--- src/rtl/gpio_pkg.sv ---
package gpio_pkg;
  localparam int GRP_ANSEL = 0;
  localparam int GRP_DIR   = 1;
  localparam int GRP_PIN   = 2;
  localparam int GRP_LAT   = 3;
  localparam int GRP_ODC   = 4;
  localparam int GRP_PU    = 5;
  localparam int GRP_PD    = 6;
  localparam int GRP_NONE  = 7;
  localparam int NGRP      = 8;

  typedef enum logic [1:0] {
    OP_BASE = 2'd0,
    OP_CLR  = 2'd1,
    OP_SET  = 2'd2,
    OP_INV  = 2'd3
  } alias_op_t;

  function automatic bit grp_resets_high(int g);
    return (g == GRP_ANSEL) || (g == GRP_DIR);
  endfunction
endpackage

--- src/rtl/gpio_alias_reg.sv ---
module gpio_alias_reg #(
  parameter int W       = 16,
  parameter bit RST_ONE = 1'b0
) (
  input  logic         clk,
  input  logic         rst,
  input  logic         we,
  input  gpio_pkg::alias_op_t op,
  input  logic [W-1:0] wd,
  output logic [W-1:0] q
);
  import gpio_pkg::*;

  always_ff @(posedge clk) begin
    if (rst) begin
      q <= {W{RST_ONE}};
    end else if (we) begin
      case (op)
        OP_BASE: q <= wd;
        OP_CLR:  q <= q & ~wd;
        OP_SET:  q <= q | wd;
        default: q <= q ^ wd;
      endcase
    end
  end


  clr_alias_chk: assert property (@(posedge clk) disable iff (rst)
    (we && op == OP_CLR) |=> ((q & $past(wd)) == '0) && ((q & ~$past(wd)) == ($past(q) & ~$past(wd))));

  set_alias_chk: assert property (@(posedge clk) disable iff (rst)
    (we && op == OP_SET) |=> ((q & $past(wd)) == $past(wd)) && ((q & ~$past(wd)) == ($past(q) & ~$past(wd))));

  inv_alias_chk: assert property (@(posedge clk) disable iff (rst)
    (we && op == OP_INV) |=> (q == ($past(q) ^ $past(wd))));

  hold_chk: assert property (@(posedge clk) disable iff (rst)
    !we |=> $stable(q));
endmodule

--- src/rtl/gpio_in_sync.sv ---
module gpio_in_sync #(
  parameter int W = 16
) (
  input  logic         clk,
  input  logic         rst,
  input  logic [W-1:0] d,
  output logic [W-1:0] q
);
  logic [W-1:0] s1;

  always_ff @(posedge clk) begin
    if (rst) begin
      s1 <= '0;
      q  <= '0;
    end else begin
      s1 <= d;
      q  <= s1;
    end
  end


  sync_delay_chk: assert property (@(posedge clk) disable iff (rst)
    $past(!rst) |=> (q == $past(d, 2)));
endmodule

--- src/rtl/gpio_alias_port.sv ---
module gpio_alias_port #(
  parameter int NPIN = 16,
  parameter int AW   = 8,
  parameter int DW   = 32
) (
  input  logic            clk,
  input  logic            rst,
  input  logic            bus_wr,
  input  logic            bus_rd,
  input  logic [AW-1:0]   bus_addr,
  input  logic [DW-1:0]   bus_wdata,
  output logic [DW-1:0]   bus_rdata,
  input  logic [NPIN-1:0] pad_in,
  output logic [NPIN-1:0] pad_oe,
  output logic [NPIN-1:0] pad_out,
  output logic [NPIN-1:0] pad_od,
  output logic [NPIN-1:0] pad_pu,
  output logic [NPIN-1:0] pad_pd
);
  import gpio_pkg::*;

  localparam int GW = $clog2(NGRP);

  logic [GW-1:0]   grp;
  alias_op_t       op;
  logic            hit;
  logic [NPIN-1:0] ctl [NGRP];
  logic [NPIN-1:0] lvl_sync;
  logic [NPIN-1:0] rd_val;
  logic            unused_wdata;

  assign grp          = bus_addr[6:4];
  assign op           = alias_op_t'(bus_addr[3:2]);
  assign hit          = (bus_addr[1:0] == 2'b00) && (bus_addr[AW-1:7] == '0) &&
                        (grp != GW'(GRP_NONE));
  assign unused_wdata = ^bus_wdata[DW-1:NPIN];

  gpio_in_sync #(.W(NPIN)) u_sync (
    .clk (clk),
    .rst (rst),
    .d   (pad_in),
    .q   (lvl_sync)
  );

  for (genvar g = 0; g < NGRP; g++) begin : g_grp
    if (g == GRP_PIN) begin : g_lvl
      assign ctl[g] = lvl_sync & ~ctl[GRP_ANSEL];
    end else if (g == GRP_NONE) begin : g_gap
      assign ctl[g] = '0;
    end else begin : g_reg
      gpio_alias_reg #(.W(NPIN), .RST_ONE(grp_resets_high(g))) u_reg (
        .clk (clk),
        .rst (rst),
        .we  (bus_wr && hit && (grp == GW'(g))),
        .op  (op),
        .wd  (bus_wdata[NPIN-1:0]),
        .q   (ctl[g])
      );
    end
  end

  assign rd_val = (hit && op == OP_BASE) ? ctl[grp] : '0;

  always_ff @(posedge clk) begin
    if (rst) begin
      bus_rdata <= '0;
    end else if (bus_rd) begin
      bus_rdata <= DW'(rd_val);
    end
  end

  always_ff @(posedge clk) begin
    if (rst) begin
      pad_oe  <= '0;
      pad_out <= '0;
      pad_od  <= '0;
      pad_pu  <= '0;
      pad_pd  <= '0;
    end else begin
      pad_oe  <= ~ctl[GRP_DIR] & ~ctl[GRP_ANSEL] & ~(ctl[GRP_ODC] & ctl[GRP_LAT]);
      pad_out <= ctl[GRP_LAT] & ~ctl[GRP_ODC];
      pad_od  <= ctl[GRP_ODC];
      pad_pu  <= ctl[GRP_PU];
      pad_pd  <= ctl[GRP_PD];
    end
  end


  upper_zero_chk: assert property (@(posedge clk) disable iff (rst)
    bus_rdata[DW-1:NPIN] == '0);

  alias_rd_zero_chk: assert property (@(posedge clk) disable iff (rst)
    (bus_rd && op != OP_BASE) |=> (bus_rdata == '0));

  unmapped_rd_chk: assert property (@(posedge clk) disable iff (rst)
    (bus_rd && !hit) |=> (bus_rdata == '0));

  analog_quiet_chk: assert property (@(posedge clk) disable iff (rst)
    ((pad_oe & $past(ctl[GRP_ANSEL])) == '0));

  od_no_high_chk: assert property (@(posedge clk) disable iff (rst)
    ((pad_out & pad_od) == '0));
endmodule

--- config.mk ---
export PLATFORM = sky130hd
export DESIGN_NAME = gpio_alias_port
export DESIGN_NICKNAME = d
export VERILOG_FILES = /design/src/rtl/gpio_pkg.sv /design/src/rtl/gpio_alias_reg.sv /design/src/rtl/gpio_in_sync.sv /design/src/rtl/gpio_alias_port.sv
export SDC_FILE = /design/constraint.sdc
export NUM_CORES = 1
export LEC_CHECK = 0
export ABC_AREA = 1
export ABC_CLOCK_PERIOD_IN_PS = 1400
export BUFFER_PORTS_ARGS = -buffer_cell sky130_fd_sc_hd__buf_2
export CAP_MARGIN = 20
export CORE_UTILIZATION = 40
export CTS_BUF_LIST = sky130_fd_sc_hd__clkbuf_8
export DETAILED_ROUTE_END_ITERATION = 10
export GPL_TIMING_DRIVEN = 0
export SLEW_MARGIN = 25
export SYNTH_ARGS = -nofsm -noshare
export SYNTH_HDL_FRONTEND = slang
export SYNTH_HIERARCHICAL = 1
export SYNTH_SLANG_ARGS = --single-unit
export TNS_END_PERCENT = 20
--- constraint.sdc ---
create_clock -name clk -period 1.4 [get_ports clk]
set_input_delay 0.14 -clock clk [delete_from_list [all_inputs] [get_ports clk]]
set_output_delay 0.14 -clock clk [all_outputs]
set_load 0.01 [all_outputs]
Word level (Yosys, flattened, before mapping)
Index checks and enable logic that the tools add are counted.
W data, S select, Z words.
{ "word_totals": {"register_bits": 224} }
{ "classes": {"mux": 10, "bitwise": 30, "n_lt_le_gt_ge": 1, "eq_ne": 8, "n_reduce_logical": 13} }
{ "ops": {"columns": ["operator", "count"], "rows": [
  ["$pmux W16 S3", 6],
  ["$and A16 B16 Y16", 11],
  ["$or A16 B16 Y16", 6],
  ["$xor A16 B16 Y16", 6],
  ["$not A16 Y16", 5],
  ["$bmux W16 S3", 1],
  ["$mux W16", 3],
  ["$logic_and A1 B1 Y1", 10],
  ["$eq A3 B3 Y1 const B", 3],
  ["$ge A4 B4 Y1 const B", 1],
  ["$logic_not A2 Y1", 2],
  ["$not A3 Y4", 1],
  ["$eq A3 B1 Y1 const B", 1],
  ["$eq A3 B2 Y1 const B", 1],
  ["$logic_not A3 Y1", 1],
  ["$ne A3 B3 Y1 const B", 1],
  ["$eq A2 B1 Y1 const B", 1],
  ["$eq A2 B2 Y1 const B", 1],
  ["$not A1 Y1", 1]
]} }

Longest topological paths before layout
Gate-level depths: netlist of run 1.
{ "logic_depth": {"depth_word": 6, "mapped_depth": 12, "ltp_nobuf": 10} }

By module
The synthesis of run 1 kept the hierarchy.
{ "modules_own_cells": {"columns": ["mod", "area_per_inst_um2", "instances", "cells_per_inst"], "rows": [
  ["gpio_alias_reg (g_grp[3].g_reg.u_reg ...)", 1620.3, 4, 248],
  ["gpio_alias_port", 4241.6, 1, 610],
  ["gpio_alias_reg (g_grp[0].g_reg.u_reg ...)", 1621.6, 2, 254],
  ["gpio_in_sync", 914.6, 1, 99]
]} }

Worst setup path before layout of run 1
OpenSTA, ideal clock, no wires.
{ "synth_path": {"kind": "input-to-reg", "start": "input bus_addr[6]", "end": "register g_grp[3].g_reg.u_reg.q[0]", "cell_stages": 10, "t_required_ns": 1.330, "t_arrival_ns": 1.413, "setup_slack_ns": -0.083, "n_path_buf": 3, "path_cell_list": "buf_2 > inv_1 > buf_1 > nand2_1 > nor2_1 > inv_1 > clkbuf_1 > nor2_1 > nand2_1 > a21oi_1"} }
{ "synth_between": {"elab_chain_cells": 4, "word_cells_on_any_way": 5, "cone_classes": "eq/ne: 2; reduce/logical: 3"} }
{ "synth_rtl": {"columns": ["element", "line_no", "text"], "rows": [
  ["start, declared", "gpio_alias_port.sv:10", "input logic [AW-1:0] bus_addr,"],
  ["$ne A3 B3 Y1", "gpio_alias_port.sv:35", "(grp != GW'(GRP_NONE));"],
  ["$logic_and A1 B1 Y1", "gpio_alias_port.sv:34", "assign hit = (bus_addr[1:0] == 2'b00) && (bus_addr[AW-1:7] == '0) &&"],
  ["$logic_and A1 B1 Y1", "gpio_alias_port.sv:54", ".we (bus_wr && hit && (grp == GW'(g))),"],
  ["$logic_and A1 B1 Y1 *", "gpio_alias_port.sv:54", null],
  ["end signal, assigned", "gpio_alias_reg.sv:20", "OP_CLR: q <= q & ~wd;"],
  ["end signal, assigned", "gpio_alias_reg.sv:21", "OP_SET: q <= q | wd;"],
  ["end signal, assigned", "gpio_alias_reg.sv:22", "default: q <= q ^ wd;"],
  ["end, declared", "gpio_alias_reg.sv:10", "output logic [W-1:0] q"]
]} }
Mark *: on every way between the ends. The rest lies on a longest branch, timed or not.
A chain may end at the register's enable or synchronous reset.

Final worst setup path of run 1
{ "layout_path": {"start": "input rst", "end": "register pad_pu[3]"} }
{ "layout_lines": {"columns": ["element", "line_no", "text"], "rows": [
  ["start, declared", "gpio_alias_port.sv:7", "input logic rst,"],
  ["end signal, assigned", "gpio_alias_port.sv:83", "pad_pu <= ctl[GRP_PU];"],
  ["end, declared", "gpio_alias_port.sv:17", "output logic [NPIN-1:0] pad_pu,"]
]} }
No word-level cell between the ends.

==> run_results.csv, run 1 <==
group,metric,value,unit
global_route,grt_pass1_wl,79700,um
setup_path,required,1.86,ns
final_layout,multi_input_area,8180,um2
final_layout,register_area,4510,um2
global_route,first_global_vias,13800,
timing,setup_violations,8,
clock_network,clk_latency,0.62,ns
detailed_routing,num_vias,14700,
setup_path,worstSetupPathType,"input pin to flop",
run,drv_cap,0,
synth,synth-seq-area-share,30.1,%
synth,syn_inst,2209,
synth,syn_avg_cell_area,6.74,um2
detailed_routing,avgViaCountPerCell,5.02,
power,ir_worst_vdd,0.756,mV
detailed_routing,drc,0,
timing,max_slew_margin,45.0,%
clock_network,path_clk_slew,0.06,ns
setup_path,crit_arrival,1.89,ns
timing,max_freq,700,MHz
power,leakage,0.00891,uW
placed_design,place_hpwl,38200,um
setup_path,critical_path_peak_fanout,16,
global_route,grt_max_degree,36,
timing,fin_skew,0.0340,ns
clock_network,htreeDepth,2,
timing,rsz0062_at_grt,"true",
floorplanning,die_y,195,um
setup_path,r2r_slack,-0.02,ns
placed_design,post_dp_cell_area,16200,um2
clock_network,cts_buffer_depth,3,
run_status,status,"finished, violations left",
final_layout,finalNonFillerCells,2928,
synth,syn_area,14900,um2
setup_path,crit_path_cell_trace,"buf_4, clkbuf_1, clkbuf_1, clkbuf_1, nor2_1",
placed_design,gp_congestion,0.939,
setup_path,cp_slowest_cell,"clkbuf_1",
global_route,antenna_found_initial,1,
setup_path,endpoint_kind,"flop",
detailed_routing,final_antenna_net_count,0,
clock_network,clock_sinks,224,
floorplanning,die_width,195,um
timing,max_slew.worst_pin.slew,0.804,ns
final_layout,design_area,17500,um2
final_layout,drive_above_1_share,15.2,%
synth,synth-warning-count,6,
placed_design,port_buffers,138,
floorplanning,die-area,38000,um2
final_layout,areaGrowthSynthToFinish,17.6,%
floorplanning,row_count,70,
placed_design,dp_cells,2830,
final_layout,antenna_cells,0,
floorplanning,ios,172,
final_layout,fillCellCount,3785,
floorplanning,core_area,36600,um2
clock_network,cts_root_buffer,"clkbuf_8",
detailed_routing,wl,53300,um
final_layout,final_nets,2680,
detailed_routing,dr.pass1.iters,6,
timing,final.min_clock_period,1.43,ns
setup_path,startpoint_type,"input pin",
clock_network,cts_buffers,42,
hold_path,hp-class,"input pin to flop",
global_route,grt-ovfl-total,0,
setup_path,cp_common_cell,"clkbuf_1",
detailed_routing,first_iter_violations,1016,
synth,ys_types,29,
timing,period_share,102,%
power,power_density,916,nW/um2
timing,finalHoldViolations,0,
setup_path,slowest_delay,0.61,ns
timing,setup_slack,-0.0293,ns
clock_network,post-cts-setup-buffers,0,
detailed_routing,wl_per_cell,18.2,um
synth,ys_ff_latch,224,
clock_network,cts_tree,"yes",
timing,maxSlewViolCount,0,
run_status,violations,"negative setup slack",
floorplanning,initial_core_util,40.6,%
global_route,grt_use_total,27.9,%
==> cells in the final DEF (no fill, tap or decap), types with 2 or more instances in the layout <==
cell	synthesis	routed
nor3_1	16	16
clkbuf_8	0	55
bufinv_16	0	5
clkbuf_1	38	23
a2111oi_0	16	8
a21oi_2	9	9
inv_1	408	416
nand3b_1	29	29
conb_1	1	16
o21ai_1	23	28
nand2_4	2	2
or2_2	20	20
dfxtp_2	0	12
clkbuf_4	0	2
dfxtp_1	224	209
buf_6	18	18
o21ai_0	113	108
clkbuf_2	0	9
nor2_4	6	9
a2111oi_1	0	8
a21oi_1	119	119
nand2_2	2	3
clkinv_2	0	8
nand3_1	194	194
nor2_1	245	241
nor2_2	3	4
ha_1	192	192
buf_2	30	171
dfxtp_4	0	3
inv_2	6	6
nand2_1	456	455
dlygate4sd3_1	0	22
buf_4	34	36
==> worst max-delay path, delay by kind of cell <==
kind | cells | cell delay [ns]
buffers and inverters | 4 | 1.61
and+or+nand+nor | 1 | 0.11
==> repair_timing <==
item / in CTS / in global routing
hold buffers: 22 / 0
endpoints found under the hold margin: 27 / 0
resized for setup: 26 / 43
setup endpoints to repair: 120 / 105
==> logic make-up after synthesis <==
logic type                 synth area share, %
DFF                                       30.1
and+or+nand+nor                           28.1
adders and majority gates                 16.1
other                                   0.0252
AOI/OAI and AO/OA                         10.0
buffers and inverters                     15.6
==> final cells by class <==
type	count	share of cell area [%]
plain buffers	121	4.45
clock buffers	55	4.32
clock inverters	21	1.26
inverters	415	8.91
multi-input cells	1464	46.7
flip-flops and latches	224	25.8
well taps	468	3.35
repair buffers	160	5.23
==> power by group <==
part           total [uW]  switching [uW]  internal, uW
logic                2000            1350           651
registers            6480            47.7          6430
clock network        7550            3110          4440
total               16000            4510         11500
==> worst paths after layout <==
path / from / end / depth (start not counted)
worst max register to register: g_grp[3].g_reg.u_reg/q[8] / bus_rdata[8] / 6
worst max-delay path: rst / pad_pu[3] / 5
worst min-delay path: bus_addr[6] / bus_rdata[1] / 6
worst min register to register: u_sync/s1[12] / u_sync/q[12] / 2
==> synth_stat cells <==
cell	count	area (um2)
o21ai_0	113	566
o21ai_1	23	115
dfxtp_1	224	4480
inv_1	408	1530
conb_1	1	3.75
a21oi_1	119	596
ha_1	192	2400
nand3_4	1	17.5
nand2_1	456	1710
nor2_4	6	67.6
buf_1	1	3.75
nor3_2	1	10.0
a21oi_2	9	78.8
nor2_1	245	920
buf_4	34	255
clkbuf_1	38	143
or2_2	20	125
buf_6	18	203
and3_1	1	6.26
nand3b_1	29	218
nor2_2	3	18.8
nand2_2	2	12.5
nor3_1	16	80.1
a2111oi_0	16	140
buf_2	30	150
inv_4	1	6.26
inv_2	6	22.5
nand2_4	2	22.5
nand3_1	194	971
==> per-stage QoR <==
step | total power [uW] | hold slack (ns) | utilization (%) | setup TNS (ns) | worst slack [ns]
finish | 16000 | 0.0635 | 47.8 | -0.0698 | -0.0293
global route | 16700 | 0.0664 | 47.8 | -0.897 | -0.0899
CTS | 16200 | 0.0313 | 47.7 | -0.00948 | -0.00874
detailed placement | 8540 | 0.346 | 44.3 | -119.90 | -0.847
global placement | 8470 | 0.344 | 44.3 | -118.02 | -0.810
floorplan | 7830 | 0.209 | - | -0.371 | -0.0208
==> per-layer routing <==
metal	global-route usage, %	share of wire, %	wire (um)
met5	0	0.026	14
met4	14.5	5.4	2860
met3	5.26	6.4	3400
met2	43.9	44	23500
met1	36.2	44	23500
==> flip-flops by register name, indices dropped and copies added, names as in the netlist <==
register / cells
pad_pd: 16
pad_pu: 16
pad_out: 16
g_grp.g_reg.u_reg/q: 96
bus_rdata: 16
u_sync/s1: 16
pad_oe: 16
u_sync/q: 16
pad_od: 16
Power figures use the tool's default switching activity.
==> inputs of run 2 (changes only) <==
--- a/config.mk
+++ b/config.mk
@@ -9,10 +9,13 @@
 export ABC_CLOCK_PERIOD_IN_PS = 1400
 export BUFFER_PORTS_ARGS = -buffer_cell sky130_fd_sc_hd__buf_2
 export CAP_MARGIN = 20
-export CORE_UTILIZATION = 40
+export CELL_PAD_IN_SITES_DETAIL_PLACEMENT = 1
+export CELL_PAD_IN_SITES_GLOBAL_PLACEMENT = 1
+export CORE_UTILIZATION = 39
 export CTS_BUF_LIST = sky130_fd_sc_hd__clkbuf_8
 export DETAILED_ROUTE_END_ITERATION = 10
 export GPL_TIMING_DRIVEN = 0
+export PLACE_DENSITY_LB_ADDON = 0.1
 export SLEW_MARGIN = 25
 export SYNTH_ARGS = -nofsm -noshare
 export SYNTH_HDL_FRONTEND = slang
==> run 2 against run 1 <==
The run still ends with negative setup slack left; global-route usage grew 2.6 points; sequential share of layout area fell by 0.11 points; die area increased by 2.5%; critical path depth down 4; sequential cell count did not move; final cell count is 1.5% higher; via count up 1.4%; worst setup slack worse by 0.024 ns; critical endpoint is now pad_oe[5]; largest cell class unchanged.
==> run_results.csv, run 2 (synthesis gave the netlist of run 1 again) <==
group,metric,value,unit
floorplanning,die_y,197,um
setup_path,cp_top_family,"compound AO/OA/AOI/OAI gates",
setup_path,required,1.83,ns
timing,final.min_clock_period,1.45,ns
placed_design,place_ws,-0.876,ns
timing,max_slew_margin,33.9,%
clock_network,cts_root_buffer,"clkbuf_8",
detailed_routing,avgViaCountPerCell,5.02,
setup_path,r2r_start,"g_grp[4].g_reg.u_reg/q[5]",
power,clkPwrFrac,46.6,%
setup_path,crit_path_cell_trace,"a2111oi_0",
final_layout,final_nets,2681,
global_route,grt_pass1_wl,88400,um
timing,finalHoldViolations,0,
final_layout,final_cell_mix,"nand2_1 (456), inv_1 (418), nor2_1 (239)",
power,power_frac_seq,40.6,%
power,p_sw_share,28.8,%
final_layout,finalNonFillerCells,2972,
global_route,first_global_vias,15100,
floorplanning,ios,172,
power,ir_worst_vdd,0.623,mV
setup_path,endpoint_kind,"flop",
final_layout,drive_above_1_share,15.5,%
hold_path,whs_path_depth,2,
floorplanning,core_area,37600,um2
setup_path,startpoint_type,"flop",
hold_path,hp-class,"input pin to flop",
power,power.internal,11400,uW
run_status,status,"finished, violations left",
floorplanning,row_count,71,
placed_design,place_hpwl,43000,um
setup_path,crit_buf_inv,0,
global_route,grt_use_total,30.5,%
final_layout,largest-register,"g_grp.g_reg.u_reg/q",
clock_network,path_clk_slew,0.07,ns
power,leakage,0.00890,uW
power,power_density,911,nW/um2
placed_design,port_buffers,138,
timing,rsz0062_at_grt,"true",
clock_network,post-cts-setup-buffers,0,
timing,maxSlewViolCount,0,
timing,setup_slack,-0.0528,ns
setup_path,crit_arrival,1.88,ns
hold_path,worstHoldStart,"rst",
floorplanning,initial_core_util,39.6,%
clock_network,cts_tree,"yes",
final_layout,largest_reg_flops,96,
hold_path,min_delay_worst_endpoint,"g_grp[4].g_reg.u_reg/q[7]",
clock_network,cts_buffers,43,
run,drv_cap,0,
detailed_routing,wl,59200,um
floorplanning,die-area,38900,um2
clock_network,htreeDepth,2,
global_route,antenna_found_initial,1,
timing,period_share,104,%
detailed_routing,dr.pass1.iters,6,
power,p_sw,4620,uW
floorplanning,die_width,197,um
placed_design,gp_congestion,0.898,
detailed_routing,wl_per_cell,19.9,um
global_route,grt_max_degree,36,
setup_path,reg2reg_depth,1,
setup_path,cp_slowest_cell,"a2111oi_0",
setup_path,critical_path_peak_fanout,6,
global_route,grt-ovfl-total,0,
setup_path,slowest_delay,0.89,ns
clock_network,cts_buffer_depth,3,
timing,max_freq,688,MHz
final_layout,final_common_cell,"nand2_1",
timing,setup_violations,4,
clock_network,clock_sinks,224,
detailed_routing,final_antenna_net_count,0,
clock_network,clk_latency,0.63,ns
timing,fin_skew,0.0290,ns
detailed_routing,first_iter_violations,710,
placed_design,dp_cells,2873,
timing,max_slew.worst_pin.slew,0.966,ns
setup_path,r2r_slack,-0.05,ns
run_status,violations,"negative setup slack",
setup_path,worstSetupPathType,"flop to flop",
detailed_routing,num_vias,14900,
setup_path,reg2reg_to,"pad_oe[5]",
power,p_comb_share,12.8,%
detailed_routing,drc,0,
final_layout,areaGrowthSynthToFinish,18.1,%
-- run 2: cell count changes in the layout (fill, tap and decap cells not counted), sizes merged --
cell | before | now
clkinv | 8 | 7
buf | 225 | 226
clkinvlp | 0 | 3
clkbuf | 89 | 81
diode | 0 | 1
inv | 423 | 427
bufinv | 5 | 6
-- run 2: area by class of cell --
class,count,area (um2)
Antenna cell,1,2.50
Buffer,121,793
Clock buffer,48,661
Clock inverter,28,302
Fill cell,4992,20000
Inverter,415,1560
Multi-Input combinational cell,1464,8190
Sequential cell,224,4510
Tap cell,511,639
Timing Repair Buffer,160,918
-- run 2: worst max path at each step --
stage | start | endpoint | slack, ns | cells after the start
after floorplan | bus_addr[5] | g_grp[4].g_reg.u_reg/q[0] | -0.02 | 12
after global placement | rst | pad_pd[14] | -0.81 | 5
after detailed placement | rst | pad_pu[1] | -0.88 | 5
after CTS | bus_addr[5] | g_grp[1].g_reg.u_reg/q[3] | -0.02 | 13
after global routing | bus_addr[5] | g_grp[4].g_reg.u_reg/q[4] | -0.07 | 11
final | g_grp[4].g_reg.u_reg/q[5] | pad_oe[5] | -0.05 | 1
-- run 2: metrics by stage --
step                      instance area (um2)  utilization (%)  power (uW)  hold WS (ns)  TNS, ns
after floorplan                         14900                -        7830         0.209   -0.371
after global placement                  16300             43.3        8500         0.343  -116.69
after detailed placement                16300             43.3        8590         0.352  -123.33
after CTS                               17500             46.6       16100      0.000439  -0.0156
after global routing                    17600             46.8       16700        0.0561    -1.31
final                                   17600             46.8       16000        0.0388  -0.0987
-- run 2: power by group through the flow --
stage                     Combinational (uW)  Clock [uW]  Sequential [uW]
after floorplan                         1220           0             6610
after global placement                  1870           0             6630
after detailed placement                1960           0             6630
after CTS                               2030        7610             6490
after global routing                    2280        7930             6490
final                                   2060        7460             6490
-- run 2: what timing repair did --
| action | in CTS | in global routing |
|---|---|---|
| pin swaps | 0 | 0 |
| hold buffers | 22 | 0 |
| endpoints found under the hold margin | 26 | 0 |
| setup endpoints to repair | 124 | 113 |
| resized for setup | 33 | 53 |
-- run 2: routing by layer --
layer	up-vias	part of all wire (%)	track usage (%)
met3	127	5.1	4.42
met5	-	0	0
met4	0	5.5	17.2
met1	7126	44	38.0
li1	7240	-	-
met2	415	46	50.5
==> inputs of run 3 (changes only) <==
--- a/config.mk
+++ b/config.mk
@@ -5,17 +5,17 @@
 export SDC_FILE = /design/constraint.sdc
 export NUM_CORES = 1
 export LEC_CHECK = 0
-export ABC_AREA = 1
 export ABC_CLOCK_PERIOD_IN_PS = 1400
 export BUFFER_PORTS_ARGS = -buffer_cell sky130_fd_sc_hd__buf_2
 export CAP_MARGIN = 20
 export CELL_PAD_IN_SITES_DETAIL_PLACEMENT = 1
 export CELL_PAD_IN_SITES_GLOBAL_PLACEMENT = 1
-export CORE_UTILIZATION = 39
+export CORE_UTILIZATION = 40
 export CTS_BUF_LIST = sky130_fd_sc_hd__clkbuf_8
 export DETAILED_ROUTE_END_ITERATION = 10
 export GPL_TIMING_DRIVEN = 0
 export PLACE_DENSITY_LB_ADDON = 0.1
+export SKIP_LAST_GASP = 1
 export SLEW_MARGIN = 25
 export SYNTH_ARGS = -nofsm -noshare
 export SYNTH_HDL_FRONTEND = slang
==> run 3 against run 2 <==
The flow still finishes with violations (negative setup slack); largest cell class unchanged; highest routed layer unchanged; first-iteration DRC count shrank 10%; largest power group unchanged; routed wire length shrank 12%; clock power shrank 5.6%; die area shrank 5.9%; non-clock buffer count shrank 1; combinational power shrank 9%; worst setup slack lost 0.20 ns; hold slack gained 0.0031 ns.
==> run_results.csv, run 3 <==
group,metric,value,unit
timing,period_share,118,%
timing,finalHoldViolations,0,
placed_design,post_dp_cell_area,15700,um2
setup_path,cp_slowest_cell,"a2111oi_0",
synth,synth.most_common_cell,"dfxtp_1",
clock_network,cts_buffers,43,
power,p_comb_share,12.2,%
synth,ys_types,34,
synth,async_flop_share,0,%
placed_design,place_hpwl,36900,um
synth,synth_edf_count,0,
synth,synth-warning-count,6,
setup_path,crit_arrival,2.07,ns
floorplanning,die_y,191,um
placed_design,port_buffers,136,
final_layout,finalNonFillerCells,2309,
final_layout,finish.utilization,48.0,%
setup_path,endpoint_kind,"flop",
clock_network,clock_sinks,224,
power,p_sw,4370,uW
final_layout,largest_reg_flops,96,
detailed_routing,drc,0,
timing,final.min_clock_period,1.65,ns
synth,synthTopCellsByArea,"dfxtp_1 (31%), ha_1 (17%), inv_1 (5.5%)",
timing,setup_violations,19,
power,p_sw_share,28.4,%
floorplanning,ios,172,
global_route,grt-ovfl-total,0,
floorplanning,initial_core_util,40.5,%
synth,ys_top_cells_by_count,"dfxtp_1 (224), inv_1 (211), ha_1 (192), a21oi_1 (144), nor2_1 (129)",
setup_path,slowest_delay,1.01,ns
final_layout,fillCellCount,4187,
timing,rsz0062_at_grt,"true",
synth,syn_avg_cell_area,9.02,um2
setup_path,r2r_start,"g_grp[4].g_reg.u_reg/q[15]",
setup_path,worstSetupPathType,"flop to flop",
placed_design,dp_cells,2203,
timing,max_slew.worst_pin.slew,1.08,ns
hold_path,hp-class,"input pin to flop",
placed_design,gp_congestion,0.888,
setup_path,startpoint_type,"flop",
setup_path,reg2reg_depth,1,
floorplanning,die_width,191,um
global_route,grt_pass1_wl,77600,um
power,leakage,0.00798,uW
power,ir_worst_vdd,0.641,mV
global_route,antenna_found_initial,0,
setup_path,reg2reg_to,"pad_oe[15]",
detailed_routing,first_iter_violations,639,
synth,synth-seq-area-share,31.2,%
setup_path,critical_path_peak_fanout,7,
synth,ys_ff_latch,224,
timing,setup_slack,-0.249,ns
synth,yosysTopAreaCell,"dfxtp_1",
run_status,status,"finished, violations left",
clock_network,htreeDepth,2,
run_status,violations,"negative setup slack",
clock_network,cts_root_buffer,"clkbuf_8",
synth,syn_inst,1591,
synth,syn_area,14400,um2
final_layout,areaGrowthSynthToFinish,18.4,%
detailed_routing,wl_per_cell,22.6,um
global_route,first_global_vias,12800,
final_layout,final_cell_mix,"inv_1 (217), dfxtp_1 (210), ha_1 (192)",
clock_network,cts_buffer_depth,3,
timing,tns,-0.949,ns
setup_path,r2r_slack,-0.25,ns
detailed_routing,num_vias,12300,
clock_network,clk_latency,0.62,ns
synth,netlist.area_leader.share,31.2,%
clock_network,cts_tree,"yes",
detailed_routing,dr.pass1.iters,5,
synth,synth_ff_type,"dfxtp_1",
setup_path,crit_buf_inv,0,
final_layout,largest-register,"g_grp.g_reg.u_reg/q",
floorplanning,core_area,35400,um2
timing,max_freq,607,MHz
hold_path,whs_path_depth,2,
timing,fin_skew,0.0354,ns
global_route,grt_use_total,28.7,%
clock_network,path_clk_slew,0.06,ns
final_layout,final_nets,2066,
run,drv_cap,0,
detailed_routing,final_antenna_net_count,0,
final_layout,design_area,17000,um2
floorplanning,die-area,36600,um2
power,clkPwrFrac,45.7,%
final_layout,final_common_cell,"inv_1",
setup_path,cp_top_family,"compound AO/OA/AOI/OAI gates",
timing,maxSlewViolCount,0,
hold_path,min_delay_worst_endpoint,"u_sync/s1[15]",
global_route,grt_max_degree,20,
timing,max_slew_margin,26.2,%
detailed_routing,wl,52300,um
power,power_frac_seq,42.1,%
setup_path,crit_path_cell_trace,"a2111oi_0",
power,totalPowerFinal,15400,uW
power,power_density,906,nW/um2
final_layout,drive_above_1_share,24.4,%
setup_path,required,1.82,ns
detailed_routing,avgViaCountPerCell,5.34,
hold_path,worstHoldStart,"rst",
floorplanning,row_count,69,
power,power.internal,11000,uW
-- run 3: routing by layer --
metal	track usage (%)	routed length, um
met5	0	0
met2	47.7	24700
met3	5.42	2850
met1	35.3	22200
met4	14.4	2500
-- run 3: cell type report --
class                      instances  area, um2  area share, %
timing repair buffer             163        932           5.49
clock inverter                    19        124          0.729
antenna                            2       5.00         0.0295
multi-input combinational       1054       8440           49.7
tap                              461        577           3.39
inverter                         211        792           4.66
clock buffer                      58        798           4.70
sequential                       224       4500           26.5
buffer                           117        821           4.83
-- run 3: power groups by stage --
stage               logic, uW  clock network [uW]  registers [uW]
floorplan                1160                   0            6600
global placement         1720                   0            6610
detailed placement       1790                   0            6610
CTS                      1840                7190            6480
global route             2040                7510            6480
finish                   1870                7040            6470
-- run 3: how the worst max path moves through the flow --
| stage | startpoint | endpoint | slack [ns] | cells after the start |
|---|---|---|---|---|
| 2_1_floorplan | bus_addr[5] | g_grp[6].g_reg.u_reg/q[11] | -0.30 | 11 |
| 3_3_place_gp | bus_addr[1] | g_grp[6].g_reg.u_reg/q[5] | -0.77 | 9 |
| 3_5_place_dp | bus_addr[1] | g_grp[0].g_reg.u_reg/q[4] | -0.81 | 8 |
| 4_1_cts | g_grp[4].g_reg.u_reg/q[13] | g_grp[4].g_reg.u_reg/q[13] | -0.15 | 4 |
| 5_1_grt | g_grp[4].g_reg.u_reg/q[15] | pad_oe[15] | -0.18 | 1 |
| 6_report | g_grp[4].g_reg.u_reg/q[15] | pad_oe[15] | -0.25 | 1 |
-- run 3: cell families (layout without fill, tap and decap cells) --
group                      Yosys count  after routing  share of synthesized area [%]
AOI/OAI and AO/OA                  301            301                           15.9
muxes                              141            141                           10.7
other                                1             18                         0.0261
adders and majority gates          192            192                           16.7
DFF                                224            224                           31.2
buffers and inverters              328            568                           10.8
and+or+nand+nor                    404            404                           14.6
-- run 3: per-stage QoR --
| stage | setup WS (ns) | hold WS (ns) |
|---|---|---|
| final | -0.249 | 0.0419 |
| after global routing | -0.180 | 0.0367 |
| after CTS | -0.155 | 0.00931 |
| after detailed placement | -0.814 | 0.355 |
| after global placement | -0.774 | 0.352 |
| after floorplan | -0.305 | 0.212 |
-- run 3: what timing repair did --
action                                  in CTS  in global routing
cloned                                       0                  1
resized for setup                           15                 23
endpoints found under the hold margin       21                  0
endpoints found under the setup margin      66                 94
hold buffers                                18                  0
pin swaps                                    2                  3
buffers inserted                             2                  6
